==> config.mk <==
export PLATFORM = sky130hd
export DESIGN_NAME = xfer_priv_check
export DESIGN_NICKNAME = d
export VERILOG_FILES = /design/src/rtl/xfer_priv_pkg.sv /design/src/rtl/xfer_type_matrix.sv /design/src/rtl/xfer_priv_compare.sv /design/src/rtl/xfer_resp_reg.sv /design/src/rtl/xfer_priv_check.sv
export SDC_FILE = /design/constraint.sdc
export NUM_CORES = 1
export LEC_CHECK = 0
export CAP_MARGIN = 10
export CORE_UTILIZATION = 35
export DETAILED_ROUTE_END_ITERATION = 8
export GPL_TIMING_DRIVEN = 0
export PLACE_DENSITY = 0.74
export SYNTH_ARGS = -nofsm -noshare
export SYNTH_HDL_FRONTEND = slang
export SYNTH_HIERARCHICAL = 1
export SYNTH_SLANG_ARGS = --single-unit
==> constraint.sdc <==
create_clock -name clk -period 2.2 [get_ports clk]
set_input_delay 0.44 -clock clk [delete_from_list [all_inputs] [get_ports clk]]
set_output_delay 0.44 -clock clk [all_outputs]
set_load 0.01 [all_outputs]
==> src/rtl/xfer_priv_pkg.sv <==
package xfer_priv_pkg;

  localparam int OP_W   = 3;
  localparam int KIND_W = 3;
  localparam int TBL_W  = 2;
  localparam int RES_W  = 2;

  typedef enum logic [OP_W-1:0] {
    OP_JMP    = 3'd0,
    OP_CALL   = 3'd1,
    OP_RET    = 3'd2,
    OP_IRET   = 3'd3,
    OP_SWINT  = 3'd4,
    OP_EXC    = 3'd5,
    OP_EXTINT = 3'd6,
    OP_RSVD   = 3'd7
  } xop_e;

  typedef enum logic [KIND_W-1:0] {
    DK_CODE_NC   = 3'd0,
    DK_CODE_CONF = 3'd1,
    DK_CALL_GATE = 3'd2,
    DK_TRAP_GATE = 3'd3,
    DK_INT_GATE  = 3'd4,
    DK_TASK_GATE = 3'd5,
    DK_TSS       = 3'd6,
    DK_DATA      = 3'd7
  } dkind_e;

  typedef enum logic [TBL_W-1:0] {
    TB_GLOBAL = 2'd0,
    TB_LOCAL  = 2'd1,
    TB_INTR   = 2'd2,
    TB_RSVD   = 2'd3
  } dtab_e;

  typedef enum logic [RES_W-1:0] {
    RES_SAME  = 2'd0,
    RES_GATE  = 2'd1,
    RES_LOWER = 2'd2,
    RES_TASK  = 2'd3
  } xres_e;

  typedef enum logic [2:0] {
    PATH_NONE      = 3'd0,
    PATH_DIRECT    = 3'd1,
    PATH_RETURN    = 3'd2,
    PATH_TSS       = 3'd3,
    PATH_GATE_CODE = 3'd4,
    PATH_GATE_TASK = 3'd5,
    PATH_NESTED    = 3'd6
  } path_e;

  function automatic logic is_code_kind(input dkind_e k);
    return (k == DK_CODE_NC) || (k == DK_CODE_CONF);
  endfunction

  function automatic logic is_intr_op(input xop_e o);
    return (o == OP_SWINT) || (o == OP_EXC) || (o == OP_EXTINT);
  endfunction

endpackage

==> src/rtl/xfer_type_matrix.sv <==
module xfer_type_matrix
  import xfer_priv_pkg::*;
(
  input  xop_e   op,
  input  logic   nt,
  input  dkind_e kind,
  input  dtab_e  table_sel,
  output path_e  path
);

  logic w_far_jc;
  logic w_ret_plain;
  logic w_ret_nested;
  logic w_intr;
  logic w_seg_tab;
  logic w_glb_tab;
  logic w_idt_tab;

  assign w_far_jc     = (op == OP_JMP) || (op == OP_CALL);
  assign w_ret_plain  = (op == OP_RET) || ((op == OP_IRET) && !nt);
  assign w_ret_nested = (op == OP_IRET) && nt;
  assign w_intr       = is_intr_op(op);
  assign w_seg_tab    = (table_sel == TB_GLOBAL) || (table_sel == TB_LOCAL);
  assign w_glb_tab    = (table_sel == TB_GLOBAL);
  assign w_idt_tab    = (table_sel == TB_INTR);

  always_comb begin
    path = PATH_NONE;
    unique case (kind)
      DK_CODE_NC, DK_CODE_CONF: begin
        if (w_seg_tab && w_far_jc)         path = PATH_DIRECT;
        else if (w_seg_tab && w_ret_plain) path = PATH_RETURN;
      end
      DK_CALL_GATE: begin
        if (w_seg_tab && (op == OP_CALL)) path = PATH_GATE_CODE;
      end
      DK_TRAP_GATE, DK_INT_GATE: begin
        if (w_idt_tab && w_intr) path = PATH_GATE_CODE;
      end
      DK_TASK_GATE: begin
        if ((w_seg_tab && w_far_jc) || (w_idt_tab && w_intr)) path = PATH_GATE_TASK;
      end
      DK_TSS: begin
        if (w_glb_tab && w_far_jc)          path = PATH_TSS;
        else if (w_glb_tab && w_ret_nested) path = PATH_NESTED;
      end
      default: path = PATH_NONE;
    endcase
  end

endmodule

==> src/rtl/xfer_priv_compare.sv <==
module xfer_priv_compare
  import xfer_priv_pkg::*;
#(
  parameter int PL_W = 2
) (
  input  path_e            path,
  input  dkind_e           kind,
  input  logic [PL_W-1:0]  cpl,
  input  logic [PL_W-1:0]  rpl,
  input  logic [PL_W-1:0]  dpl,
  input  dkind_e           dst_kind,
  input  logic [PL_W-1:0]  dst_dpl,
  output logic             ok,
  output xres_e            result,
  output logic [PL_W-1:0]  new_cpl,
  output logic             pop_sp
);

  // a is at least as privileged as b
  function automatic logic as_priv(input logic [PL_W-1:0] a, input logic [PL_W-1:0] b);
    return a <= b;
  endfunction

  // a is no more privileged than b
  function automatic logic no_more_priv(input logic [PL_W-1:0] a, input logic [PL_W-1:0] b);
    return a >= b;
  endfunction

  logic w_direct_ok;
  logic w_return_ok;
  logic w_gate_dpl_ok;
  logic w_gate_code_ok;
  logic w_gate_task_ok;
  logic w_lvl_change;

  assign w_direct_ok    = as_priv(rpl, cpl) &&
                          ((kind == DK_CODE_CONF) ? as_priv(dpl, cpl) : (dpl == cpl));
  assign w_return_ok    = no_more_priv(dpl, cpl) && no_more_priv(rpl, cpl);
  assign w_gate_dpl_ok  = no_more_priv(dpl, cpl);
  assign w_gate_code_ok = w_gate_dpl_ok && is_code_kind(dst_kind) && as_priv(dst_dpl, cpl);
  assign w_gate_task_ok = w_gate_dpl_ok && (dst_kind == DK_TSS);
  assign w_lvl_change   = (rpl != cpl);

  always_comb begin
    ok      = 1'b0;
    result  = RES_SAME;
    new_cpl = cpl;
    pop_sp  = 1'b0;
    unique case (path)
      PATH_DIRECT: begin
        ok = w_direct_ok;
      end
      PATH_RETURN: begin
        ok      = w_return_ok;
        result  = w_lvl_change ? RES_LOWER : RES_SAME;
        new_cpl = rpl;
        pop_sp  = w_lvl_change;
      end
      PATH_TSS: begin
        ok     = w_gate_dpl_ok;
        result = RES_TASK;
      end
      PATH_GATE_CODE: begin
        ok      = w_gate_code_ok;
        result  = RES_GATE;
        new_cpl = dst_dpl;
      end
      PATH_GATE_TASK: begin
        ok     = w_gate_task_ok;
        result = RES_TASK;
      end
      PATH_NESTED: begin
        ok     = 1'b1;
        result = RES_TASK;
      end
      default: ok = 1'b0;
    endcase
  end

endmodule

==> src/rtl/xfer_resp_reg.sv <==
module xfer_resp_reg
  import xfer_priv_pkg::*;
#(
  parameter int PL_W      = 2,
  parameter int VEC_W     = 8,
  parameter int FAULT_VEC = 13
) (
  input  logic             clk,
  input  logic             rst,
  input  logic             in_valid,
  input  logic             in_ok,
  input  xres_e            in_result,
  input  logic [PL_W-1:0]  in_new_cpl,
  input  logic             in_pop,
  input  logic [PL_W-1:0]  in_cur_cpl,
  output logic             rsp_valid,
  output logic [RES_W-1:0] rsp_result,
  output logic             rsp_fault,
  output logic [VEC_W-1:0] rsp_vector,
  output logic [PL_W-1:0]  rsp_cpl,
  output logic             rsp_pop_sp
);

  localparam logic [VEC_W-1:0] GP_VEC = VEC_W'(FAULT_VEC);

  always_ff @(posedge clk) begin
    if (rst) begin
      rsp_valid  <= 1'b0;
      rsp_result <= '0;
      rsp_fault  <= 1'b0;
      rsp_vector <= '0;
      rsp_cpl    <= '0;
      rsp_pop_sp <= 1'b0;
    end else begin
      rsp_valid <= in_valid;
      if (in_valid) begin
        rsp_fault  <= !in_ok;
        rsp_result <= in_ok ? in_result : RES_SAME;
        rsp_vector <= in_ok ? '0 : GP_VEC;
        rsp_cpl    <= in_ok ? in_new_cpl : in_cur_cpl;
        rsp_pop_sp <= in_ok && in_pop;
      end
    end
  end

  assert_fault_shape_R10: assert property (@(posedge clk) disable iff (rst)
    (rsp_valid && rsp_fault) |-> (rsp_vector == GP_VEC && rsp_result == RES_SAME && !rsp_pop_sp));

  assert_legal_no_vector_R10: assert property (@(posedge clk) disable iff (rst)
    (rsp_valid && !rsp_fault) |-> (rsp_vector == '0));

  assert_reset_quiet_R11: assert property (@(posedge clk)
    $past(rst) |-> !rsp_valid);

endmodule

==> src/rtl/xfer_priv_check.sv <==
module xfer_priv_check
  import xfer_priv_pkg::*;
#(
  parameter int PL_W      = 2,
  parameter int VEC_W     = 8,
  parameter int FAULT_VEC = 13
) (
  input  logic              clk,
  input  logic              rst,
  input  logic              req_valid,
  input  logic [OP_W-1:0]   req_op,
  input  logic              req_nt,
  input  logic [PL_W-1:0]   req_cpl,
  input  logic [PL_W-1:0]   req_rpl,
  input  logic [KIND_W-1:0] req_kind,
  input  logic [PL_W-1:0]   req_dpl,
  input  logic [TBL_W-1:0]  req_table,
  input  logic [KIND_W-1:0] req_dst_kind,
  input  logic [PL_W-1:0]   req_dst_dpl,
  output logic              rsp_valid,
  output logic [RES_W-1:0]  rsp_result,
  output logic              rsp_fault,
  output logic [VEC_W-1:0]  rsp_vector,
  output logic [PL_W-1:0]   rsp_cpl,
  output logic              rsp_pop_sp
);

  xop_e            w_op;
  dkind_e          w_kind;
  dkind_e          w_dst_kind;
  dtab_e           w_table;
  path_e           w_path;
  logic            w_ok;
  xres_e           w_result;
  logic [PL_W-1:0] w_new_cpl;
  logic            w_pop;

  assign w_op       = xop_e'(req_op);
  assign w_kind     = dkind_e'(req_kind);
  assign w_dst_kind = dkind_e'(req_dst_kind);
  assign w_table    = dtab_e'(req_table);

  xfer_type_matrix u_matrix (
    .op        (w_op),
    .nt        (req_nt),
    .kind      (w_kind),
    .table_sel (w_table),
    .path      (w_path)
  );

  xfer_priv_compare #(.PL_W(PL_W)) u_compare (
    .path     (w_path),
    .kind     (w_kind),
    .cpl      (req_cpl),
    .rpl      (req_rpl),
    .dpl      (req_dpl),
    .dst_kind (w_dst_kind),
    .dst_dpl  (req_dst_dpl),
    .ok       (w_ok),
    .result   (w_result),
    .new_cpl  (w_new_cpl),
    .pop_sp   (w_pop)
  );

  xfer_resp_reg #(.PL_W(PL_W), .VEC_W(VEC_W), .FAULT_VEC(FAULT_VEC)) u_resp (
    .clk        (clk),
    .rst        (rst),
    .in_valid   (req_valid),
    .in_ok      (w_ok),
    .in_result  (w_result),
    .in_new_cpl (w_new_cpl),
    .in_pop     (w_pop),
    .in_cur_cpl (req_cpl),
    .rsp_valid  (rsp_valid),
    .rsp_result (rsp_result),
    .rsp_fault  (rsp_fault),
    .rsp_vector (rsp_vector),
    .rsp_cpl    (rsp_cpl),
    .rsp_pop_sp (rsp_pop_sp)
  );

  assert_rsp_follows_req_R1: assert property (@(posedge clk) disable iff (rst)
    req_valid |=> rsp_valid);

  assert_idle_no_rsp_R1: assert property (@(posedge clk) disable iff (rst)
    !req_valid |=> !rsp_valid);

  assert_illegal_path_faults_R3: assert property (@(posedge clk) disable iff (rst)
    (req_valid && w_path == PATH_NONE) |=> rsp_fault);

  assert_pop_only_lower_R5: assert property (@(posedge clk) disable iff (rst)
    (rsp_valid && rsp_pop_sp) |-> (!rsp_fault && rsp_result == RES_LOWER));

  assert_lower_drops_priv_R5: assert property (@(posedge clk) disable iff (rst)
    (rsp_valid && !rsp_fault && rsp_result == RES_LOWER) |-> (rsp_cpl > $past(req_cpl)));

  assert_tss_from_global_R6: assert property (@(posedge clk) disable iff (rst)
    (rsp_valid && !rsp_fault && $past(req_kind) == DK_TSS) |-> ($past(req_table) == TB_GLOBAL));

  assert_gate_not_lower_R7: assert property (@(posedge clk) disable iff (rst)
    (rsp_valid && !rsp_fault && rsp_result == RES_GATE) |-> (rsp_cpl <= $past(req_cpl)));

  assert_task_keeps_cpl_R8: assert property (@(posedge clk) disable iff (rst)
    (rsp_valid && !rsp_fault && rsp_result == RES_TASK) |-> (rsp_cpl == $past(req_cpl)));

  assert_fault_keeps_cpl_R10: assert property (@(posedge clk) disable iff (rst)
    (rsp_valid && rsp_fault) |-> (rsp_cpl == $past(req_cpl)));

endmodule

### Word-level counts from Yosys, hierarchy flattened

Index checks and enable logic that the tools add are counted.

| word-level totals | value |
|---|---|
| bits in registers | 15 |
| word-level logic and storage cells | 82 |
| input bits | 23 |
| output and inout port bits | 15 |

| operators by class | value |
|---|---|
| muxes and demuxes | 17 |
| magnitude comparators | 5 |
| equal/unequal tests | 24 |
| reduce and logical (&&, ||, !) cells | 30 |

Operators by type and width:

| operator | number |
|---|---|
| 3-bit equality test, second input constant | 10 |
| 3-bit by 2-bit equality test with 1-bit output, second input constant | 6 |
| 3-bit 2-to-1 mux | 6 |
| 3-bit case mux with 5 select lines | 1 |
| 1-bit logical AND | 14 |
| 3-bit by 1-bit equality test with 1-bit output, second input constant | 4 |
| 3-bit logical NOT | 3 |
| 2-bit 2-to-1 mux | 4 |
| 1-bit logical OR | 7 |
| 2-bit less-or-equal comparator | 3 |
| 1-bit case mux with 6 select lines | 1 |
| 2-bit case mux with 3 select lines | 1 |
| 2-bit greater-or-equal comparator | 2 |
| 4-bit 2-to-1 mux | 1 |
| 2-bit case mux with 2 select lines | 1 |
| 2-bit OR reduction | 2 |
| 3-bit OR reduction | 1 |
| 2-bit by 1-bit equality test with 1-bit output, second input constant | 1 |
| 2-bit equality test | 1 |
| 2-bit equality test, second input constant | 1 |
| 1-bit logical NOT | 2 |
| 2-bit logical NOT | 1 |
| 1-bit 2-to-1 mux | 2 |
| 2-bit inequality test | 1 |

### Longest topological paths before layout

Gate-level depths: netlist of the first run.

| logic depth | value |
|---|---|
| word-level depth | 11 |
| depth in mapped cells | 12 |
| gate-level depth less buffers | 10 |

### By module

The synthesis of the first run kept the hierarchy.

By module, submodules not included:

| module | cells each | area each (um2) | sequential area each (um2) | instances |
|---|---|---|---|---|
| xfer_priv_compare | 52 | 377.9 | 0.0 | 1 |
| xfer_resp_reg | 36 | 331.6 | 140.1 | 1 |
| xfer_type_matrix | 25 | 150.1 | 0.0 | 1 |

### Worst setup path after synthesis of the first run

OpenSTA, ideal clock, no wires.

| path | value |
|---|---|
| path kind | input port to flip-flop |
| start | input req_table[1] |
| end | register u_resp.rsp_cpl[0] |
| setup time | 0.086 ns |
| data arrival time | 2.292 ns |
| path buffers | 2 |
| stages | 12 |
| data required time | 2.114 ns |
| path slack | -0.177 ns |
| path through | nor3_1 > nor4b_1 > a41oi_1 > o311ai_1 > buf_6 > or2_1 > nor2_1 > a222oi_1 > o221ai_1 > buf_6 > mux2i_1 > a211oi_1 |

| on the way | value |
|---|---|
| word-level cells in the longest chain between the ends | 9 |
| elaborated cells on any way between the ends | 28 |
| those cells by class | eq/ne (8); mux (11); reduce/logical (9) |

Ends and longest elaborated chain:

| what | line | source |
|---|---|---|
| start: declaration | xfer_priv_check.sv:17 | `input logic [TBL_W-1:0] req_table,` |
| 2-bit by 1-bit equality test with 1-bit output / 2-bit logical NOT (equally long branches) | xfer_type_matrix.sv:23, xfer_type_matrix.sv:24 |  |
| 1-bit logical OR | xfer_type_matrix.sv:23 | `assign w_seg_tab = (table_sel == TB_GLOBAL) \|\| (table_sel == TB_LOCAL);` |
| 1-bit logical AND | xfer_type_matrix.sv:31, xfer_type_matrix.sv:41 |  |
| 1-bit logical OR | xfer_type_matrix.sv:41 | `if ((w_seg_tab && w_far_jc) \|\| (w_idt_tab && w_intr)) path = PATH_GATE_TASK;` |
| 3-bit 2-to-1 mux | xfer_type_matrix.sv:41 |  |
| 3-bit case mux with 5 select lines (*) | xfer_type_matrix.sv:29 | `unique case (kind)` |
| named net w_path[2] | xfer_priv_check.sv:32 | `path_e w_path;` |
| 3-bit equality test, or another cell as far along | xfer_priv_compare.sv:49 | `unique case (path)` |
| 1-bit case mux with 6 select lines (*) | xfer_priv_compare.sv:49 |  |
| named net w_ok | xfer_priv_check.sv:33 | `logic w_ok;` |
| 2-bit 2-to-1 mux (*) | xfer_resp_reg.sv:40 | `rsp_cpl <= in_ok ? in_new_cpl : in_cur_cpl;` |
| end signal: assignment | xfer_resp_reg.sv:40 |  |
| end: declaration | xfer_resp_reg.sv:20 | `output logic [PL_W-1:0] rsp_cpl,` |

The timed path passes the listed nets; every way through them passes the cells marked *.
A chain may end at the register's enable or synchronous reset.

### Worst setup path in the final report of the first run

| path | value |
|---|---|
| start | input req_op[1] |
| end | register u_resp.rsp_cpl[1] |

| on the way | value |
|---|---|
| word-level cells in the longest chain between the ends | 10 |
| elaborated cells on any way between the ends | 37 |
| those cells by class | eq/ne (12); mux (11); reduce/logical (14) |

Ends and longest elaborated chain:

| what | line | source |
|---|---|---|
| start: declaration | xfer_priv_check.sv:11 | `input logic [OP_W-1:0] req_op,` |
| 3-bit equality test | xfer_priv_pkg.sv:59 | `return (o == OP_SWINT) \|\| (o == OP_EXC) \|\| (o == OP_EXTINT);` |
| 1-bit logical OR (2 in a row) | xfer_priv_pkg.sv:59 |  |
| 1-bit logical AND | xfer_type_matrix.sv:38, xfer_type_matrix.sv:41 |  |
| 1-bit logical OR | xfer_type_matrix.sv:41 |  |
| 3-bit 2-to-1 mux | xfer_type_matrix.sv:41 |  |
| 3-bit case mux with 5 select lines (*) | xfer_type_matrix.sv:29 |  |
| named net w_path[2] | xfer_priv_check.sv:32 |  |
| 3-bit equality test, or another cell as far along | xfer_priv_compare.sv:49 |  |
| 1-bit case mux with 6 select lines (*) | xfer_priv_compare.sv:49 |  |
| named net w_ok | xfer_priv_check.sv:33 |  |
| 2-bit 2-to-1 mux (*) | xfer_resp_reg.sv:40 |  |

Marks and branches as above.

==> results of run 1 <==
cell usage after synthesis (all sizes together), types with 2 or more instances:
cell,instances,share of area
a211oi,4,0.035
nand2b,7,0.060
ha,6,0.087
nand3,4,0.023
dfxtp,7,0.16
nand2,10,0.044
nand4b,3,0.031
buf,12,0.12
nor3,2,0.012
o21ai,4,0.023
mux2i,4,0.047
o22ai,4,0.029
a21oi,7,0.041
or2,2,0.015
inv,7,0.031
nor2b,3,0.022
nor4b,3,0.031
nor2,7,0.031
final cells by class:
class	instances	area, µm²
Timing Repair Buffer	43	419
Fill cell	205	762
Inverter	8	37.5
Sequential cell	7	140
Tap cell	28	35.0
Multi-Input combinational cell	90	733
Buffer	12	101
Clock buffer	4	26.3
through the flow:
stage | setup WS, ns | total power, mW | TNS, ns | area [µm²]
after detailed placement | -0.989 | 0.317 | -5.40 | 1240
after global routing | -0.256 | 0.501 | -1.40 | 1490
after CTS | -0.165 | 0.449 | -0.715 | 1380
after floorplan | -0.130 | 0.232 | -0.333 | 881
after global placement | -0.953 | 0.313 | -5.21 | 1240
final | -0.213 | 0.470 | -1.11 | 1490
per-layer routing:
layer,GRT usage,vias to the layer above
li1,-,501
met1,0.191,471
met2,0.364,37
met3,0.0439,6
met4,0.0495,0
met5,0,-
repair_timing:
action | in CTS | in global routing
gates resized for setup | 67 | 20
gates cloned | 0 | 0
pin swaps | 10 | 11
buffers inserted | 8 | 3
endpoints found under the setup margin | 6 | 6
kinds of logic (layout without fill, tap and decap cells):
family | Yosys count | count (layout) | share of synthesized area
fa+ha+maj | 6 | 6 | 0.0873
simple gates | 45 | 45 | 0.300
other cells | 1 | 5 | 0.00436
buf+inv | 20 | 67 | 0.159
flops | 7 | 7 | 0.163
xor+xnor | 1 | 1 | 0.0102
mux | 4 | 4 | 0.0466
compound gates | 29 | 29 | 0.230
state kept, by name (all words and copies together) (netlist names):
name,count
u_resp/rsp_vector,1
u_resp/rsp_cpl,2
u_resp/rsp_result,2
u_resp/rsp_pop_sp,1
u_resp/rsp_valid,1
critical path: stages:
cell,delay [ns]
sky130_fd_sc_hd__buf_4,0.15
sky130_fd_sc_hd__nor3_4,0.21
sky130_fd_sc_hd__nor4b_2,0.26
sky130_fd_sc_hd__a41oi_2,0.08
sky130_fd_sc_hd__o311ai_2,0.11
sky130_fd_sc_hd__buf_6,0.18
sky130_fd_sc_hd__nand4b_1,0.13
sky130_fd_sc_hd__mux2i_1,0.20
sky130_fd_sc_hd__a222oi_1,0.13
sky130_fd_sc_hd__o221ai_1,0.22
sky130_fd_sc_hd__buf_6,0.16
sky130_fd_sc_hd__mux2i_1,0.19
sky130_fd_sc_hd__a211oi_1,0.09
where the power goes:
part | internal (mW) | total (mW) | switching, mW | leakage, nW
sequential | 0.132 | 0.136 | 0.00342 | 0.0575
clock | 0.0692 | 0.116 | 0.0470 | 0.0150
combinational | 0.120 | 0.218 | 0.0987 | 0.543
total | 0.321 | 0.470 | 0.149 | 0.615
path summary, 6_finish.rpt:
check                             from              endpoint  cells after the start
setup reg to reg  u_resp/rsp_vector[2]  u_resp/rsp_vector[2]                      2
hold reg to reg   u_resp/rsp_result[1]  u_resp/rsp_result[1]                      2
setup / recovery             req_op[1]     u_resp/rsp_cpl[1]                     13
hold / removal    u_resp/rsp_result[1]  u_resp/rsp_result[1]                      2
==> impl_metrics.toml, run 1 <==
[clock_tree]
clockRootBuffer = "sky130_fd_sc_hd__clkbuf_4"
clock_pin_transition_on_the_worst_setup_and_hold_timing_paths_ns = 0.05
clock_sink_count = 7
numCtsBuffers = 3
cts_hold_buf = 0
insertion_delay_ns = 0.25
cts.path.max_buffers = 2
tritoncts = "built"
clock_tree.htree_level_count = 1

[setup_path]
critical_path_peak_fanout = 7
worst-endpoint-required_ns = 2.33
reg2reg_setup_slack_ns = 1.52
critical_path.startpoint_type = "input pin"
worstSetupEndpointType = "flop"
critical_path_arrival_ns = 2.54
critPathKind = "input pin to flop"

[sta]
finalCriticalPeriod_ns = 2.41
max_freq_mhz = 414
clock-skew-final_ns = 0
final_max_slew_viol_count = 0
holdWs_ns = 0.472
grt_setup_unrepaired = "yes"
finalHoldViolations = 0
final_setup_violating_endpoints = 6
final_worst_slack_ns = -0.213
fin_crit_share = 1.10

[final_layout]
n_antenna_cell = 0
final_core_utilization = 0.662
final_cell_mix = "sky130_fd_sc_hd__clkdlybuf4s50_1 (20), sky130_fd_sc_hd__buf_4 (19), sky130_fd_sc_hd__buf_6 (9)"
fin_nets = 194
final_layout_size_suffix_gt1_frac = 0.360
instances_no_fill = 192
commonest_non_fill_non_tap_cell_in_the_layout = "sky130_fd_sc_hd__clkdlybuf4s50_1"
areaGrowthSynthToFinish_pct = 73.7

[hold_path]
hold_crit_path_type = "flop to flop"

[outcome]
result_of_the_run = "finished, violations left"
violations_in_the_final_reports = "setup timing"

[placement]
number_of_i_o_port_buffers = 32
place_inst = 177
finalWeightedCongestion = 0.863
detailed_place_hpwl_mm = 1.68

[route]
vias_per_cell = 5.29
routed_wire_length_per_instance_um = 13.6
maxUsedRoutingLayer = "met4"
routed-via-count = 1015
ant_nets = 0
detail_route.wirelength.met1_mm = 1.02
drtIter0Drc = 11
routed_wirelength_mm = 2.61
drc = 0
wl_met3_um = 138
drt_pass1_iterations = 4
met2RoutedLength_mm = 1.40

[yosys]
synth_area_per_cell_um2 = 7.61
yosysWarningCount = 6
count_of_flip_flops_with_a_built_in_enable_after_synthesis = 0
postSynthRegisterBits = 7
ys_types = 38
syn_inst_count = 113
post_synth_instance_area_um2 = 860
postSynth.asyncResetShare = 0
ys.flop_type = "sky130_fd_sc_hd__dfxtp_1"
synth_sequential_area_ratio = 0.163

[global_route]
pin_count_of_the_biggest_net_entering_global_routing = 11
grt_first_pass_wirelength_mm = 3.80
grt_util_all_layers = 0.185
grt_overflow_total = 0
initial_antenna_violation_count = 0
number_of_global_route_vias_before_repair = 961

[floorplan]
floorplan.io_pins = 38
effective_utilization_at_floorplan = 0.381
row_count = 17
die_boundary_width_um = 51.6
design.die.area_mm2 = 0.00266
die_h_um = 51.6
core_area_mm2 = 0.00225

[job]
cap_viol_max_count = 0

[pwr]
leakagePower_nw = 0.615
power_density_mw_per_mm2 = 315
worst_ir_drop_vdd_uv = 397
Power figures use the tool's default switching activity.
==> run 2: changes to the inputs <==
--- a/config.mk
+++ b/config.mk
@@ -6,11 +6,13 @@
 export NUM_CORES = 1
 export LEC_CHECK = 0
 export CAP_MARGIN = 10
-export CORE_UTILIZATION = 35
+export CELL_PAD_IN_SITES_DETAIL_PLACEMENT = 2
+export CELL_PAD_IN_SITES_GLOBAL_PLACEMENT = 2
+export CORE_ASPECT_RATIO = 2
+export CORE_UTILIZATION = 22
 export DETAILED_ROUTE_END_ITERATION = 8
 export GPL_TIMING_DRIVEN = 0
-export PLACE_DENSITY = 0.74
+export PLACE_DENSITY = 0.81
 export SYNTH_ARGS = -nofsm -noshare
 export SYNTH_HDL_FRONTEND = slang
-export SYNTH_HIERARCHICAL = 1
 export SYNTH_SLANG_ARGS = --single-unit
==> constraint.sdc (replaced) <==
create_clock -name clk -period 2.7 [get_ports clk]
set_input_delay 0.54 -clock clk [delete_from_list [all_inputs] [get_ports clk]]
set_output_delay 0.54 -clock clk [all_outputs]
set_load 0.01 [all_outputs]
==> run 2 against run 1 <==
The flow now finishes without violations. Combinational power shrank 31%. Clock skew is the same. Via count shrank 8.6%. Sequential share of layout area grew 1.5 points. Routed wire length grew 6.4%. Total power shrank 13%. Global-route usage shrank 3.7 points. Synthesized cell count shrank 6.2%. First-iteration DRC count shrank 36%. Register-to-register slack gained 0.36 ns. Die area grew 55%. Critical path type unchanged. Critical endpoint is now u_resp.rsp_result[1].
==> impl_metrics.toml, run 2 <==
[yosys]
synth_top_cell_by_area = "sky130_fd_sc_hd__dfxtp_1"
postSynthRegisterBits = 7
synth_top_family_by_area = "simple AND/OR/NAND/NOR gates"
proportion_of_netlist_area_held_by_the_largest_area_contributor = 0.165
synth_xor_area_frac = 0
leading_cell_types_by_total_area_after_synthesis = "sky130_fd_sc_hd__dfxtp_1 (17%), sky130_fd_sc_hd__ha_1 (8.8%), sky130_fd_sc_hd__buf_4 (7.1%)"
yosysWarningCount = 0
ys_types = 45
synth_area_in_compound_gates = 0.295
most_frequent_cells_after_synthesis = "sky130_fd_sc_hd__buf_4 (8), sky130_fd_sc_hd__dfxtp_1 (7), sky130_fd_sc_hd__nand2_1 (7)"
count_of_flip_flops_with_a_built_in_enable_after_synthesis = 0
syn_inst_count = 106
post_synth_instance_area_um2 = 848
synth_sequential_area_ratio = 0.165
postSynth.asyncResetShare = 0
yosys.cell_count.top_type = "sky130_fd_sc_hd__buf_4"
synth_area_per_cell_um2 = 8.00
ys.flop_type = "sky130_fd_sc_hd__dfxtp_1"
post_synth_and_or_nand_nor_area_fraction = 0.314
synth-adder-area-share = 0.0885
synthMuxAreaShare = 0

[route]
routed_wirelength_mm = 2.77
ant_nets = 0
routed_wire_length_per_instance_um = 14.4
drtIter0Drc = 7
vias_per_cell = 4.81
routed-via-count = 928
drc = 0
drt_pass1_iterations = 2

[final_layout]
areaGrowthSynthToFinish_pct = 51.5
n_antenna_cell = 0
largest_registers = "u_resp.rsp_cpl: 2 flops, u_resp.rsp_result: 2 flops"
fin_nets = 174
final_core_utilization = 0.352
commonest_non_fill_non_tap_cell_in_the_layout = "sky130_fd_sc_hd__clkdlybuf4s50_1"
final_cell_mix = "sky130_fd_sc_hd__clkdlybuf4s50_1 (30), sky130_fd_sc_hd__buf_4 (8), sky130_fd_sc_hd__nand2_1 (7), sky130_fd_sc_hd__dfxtp_1 (7)"
final_layout_size_suffix_gt1_frac = 0.201

[floorplan]
effective_utilization_at_floorplan = 0.233
row_count = 31
design.die.area_mm2 = 0.00412
floorplan.io_pins = 38
die_h_um = 89.8
die_boundary_width_um = 45.9
core_area_mm2 = 0.00365

[clock_tree]
clockRootBuffer = "sky130_fd_sc_hd__clkbuf_8"
tritoncts = "built"
cts.path.max_buffers = 2
numCtsBuffers = 3
insertion_delay_ns = 0.23
clock_pin_transition_on_the_worst_setup_and_hold_timing_paths_ns = 0.04
clock_tree.htree_level_count = 1
clock_sink_count = 7

[setup_path]
critPathMaxStageDelay_ns = 0.51
critical_path.startpoint_type = "input pin"
worstPathCellList = "clkdlybuf4s50_1 > inv_1 > ha_1 > nor2b_1 > o21ai_2 > nand2b_2 > o41ai_4 > nor2_2 > o31ai_2"
worst-endpoint-required_ns = 2.83
critical_path_peak_fanout = 4
number_of_buffers_and_inverters_on_the_critical_path = 2
critical_path_arrival_ns = 2.70
worstSetupEndpointType = "flop"
critical_path.top_delay_family = "compound AO/OA/AOI/OAI gates"
critPathKind = "input pin to flop"
critical-path-slowest-cell = "sky130_fd_sc_hd__clkdlybuf4s50_1"

[pwr]
worst_ir_drop_vdd_uv = 142
leakagePower_nw = 0.521
power_density_mw_per_mm2 = 318
report.power.total_mw = 0.409

[global_route]
grt_util_all_layers = 0.148
initial_antenna_violation_count = 0
grt_overflow_total = 0
grt_first_pass_wirelength_mm = 4.60
number_of_global_route_vias_before_repair = 1065
pin_count_of_the_biggest_net_entering_global_routing = 11

[sta]
clock-skew-final_ns = 0
fin_crit_share = 0.952
finalCriticalPeriod_ns = 2.57
final_setup_violating_endpoints = 0
grt_setup_unrepaired = "no"
finalHoldViolations = 0
max_freq_mhz = 389
final_max_slew_viol_count = 0
holdWs_ns = 0.460

[placement]
number_of_i_o_port_buffers = 30
finalWeightedCongestion = 0.731
detailed_place_hpwl_mm = 2.50

[job]
cap_viol_max_count = 0

[hold_path]
hold_crit_path_type = "flop to flop"

[outcome]
result_of_the_run = "finished clean"
run 2: changes by cell type in the layout (fill, tap and decap cells not counted), moves of 3 or more:
cell                              delta
sky130_fd_sc_hd__clkbuf_8            +3
sky130_fd_sc_hd__clkdlybuf4s50_1    +10
sky130_fd_sc_hd__a31oi_1             +3
sky130_fd_sc_hd__buf_6               -7
sky130_fd_sc_hd__o21ai_1             +4
sky130_fd_sc_hd__o22ai_1             -4
sky130_fd_sc_hd__nand3_2             -3
sky130_fd_sc_hd__buf_8               -3
sky130_fd_sc_hd__buf_4              -11
sky130_fd_sc_hd__nand4b_1            -3
sky130_fd_sc_hd__dlygate4sd2_1       -3
sky130_fd_sc_hd__nand4_1             +3
sky130_fd_sc_hd__mux2i_1             -4
run 2: timing repair:
action,in CTS,in global routing
gates cloned,0,0
setup buffers,0,0
resized for setup,2,1
pin swaps,0,0
hold buffers,0,0
endpoints found under the hold margin,0,0
endpoints found under the setup margin,3,2
run 2: worst register-to-register path: cells and delay by family, from the launching register on:
family / cells / cell delay, ns
DFF: 1 / 0.30
and+or+nand+nor: 1 / 0.12
AOI/OAI and AO/OA: 2 / 0.27
run 2: power by group:
group          switching [mW]  internal (mW)  leakage [nW]
logic                  0.0693         0.0819         0.440
registers             0.00275          0.108        0.0575
clock network          0.0443          0.102        0.0228
run 2: cell type report:
| cell class | count | area (µm²) |
|---|---|---|
| Buffer | 11 | 90.1 |
| Clock buffer | 4 | 45.0 |
| Fill cell | 464 | 2360 |
| Inverter | 6 | 22.5 |
| Multi-Input combinational cell | 86 | 626 |
| Sequential cell | 7 | 140 |
| Tap cell | 49 | 61.3 |
| Timing Repair Buffer | 30 | 300 |
run 2: through the flow:
step,cell area (µm²),setup WS [ns],setup TNS [ns],std cells
floorplan,863,0.617,0,110
global placement,1220,-0.192,-0.791,189
detailed placement,1220,-0.334,-1.44,189
CTS,1280,0.0442,0,193
global route,1280,0.0354,0,193
finish,1280,0.130,0,193
run 2: path summary, 6_finish.rpt:
kind | from | end | slack (ns) | depth (start not counted)
worst min register to register | u_resp.rsp_result[0] | u_resp.rsp_result[0] | 0.46 | 2
worst max register to register | u_resp.rsp_cpl[0] | u_resp.rsp_cpl[0] | 1.88 | 3
worst max-delay path | req_cpl[1] | u_resp.rsp_result[1] | 0.13 | 9
worst min-delay path | u_resp.rsp_result[0] | u_resp.rsp_result[0] | 0.46 | 2
run 2: kinds of logic (layout without fill, tap and decap cells):
logic type / count (synthesis) / count (layout)
other cells: 1 / 5
buf+inv: 17 / 51
flops: 7 / 7
fa+ha+maj: 6 / 6
simple gates: 44 / 44
compound gates: 31 / 31
run 2: metal layers:
metal	GRT usage	up-vias	wire length, µm
met3	0.0141	5	75
met2	0.313	29	1850
met1	0.115	443	816
met4	0.0539	0	32
li1	-	451	-
met5	0	-	0
==> run 3: changes to the inputs <==
--- a/config.mk
+++ b/config.mk
@@ -11,6 +11,7 @@
 export CORE_ASPECT_RATIO = 2
 export CORE_UTILIZATION = 22
 export DETAILED_ROUTE_END_ITERATION = 8
+export GPL_ROUTABILITY_DRIVEN = 0
 export GPL_TIMING_DRIVEN = 0
 export PLACE_DENSITY = 0.81
 export SYNTH_ARGS = -nofsm -noshare
==> results of run 3 <==
No change in the layout: final DEF, timing and power equal those of run 2.
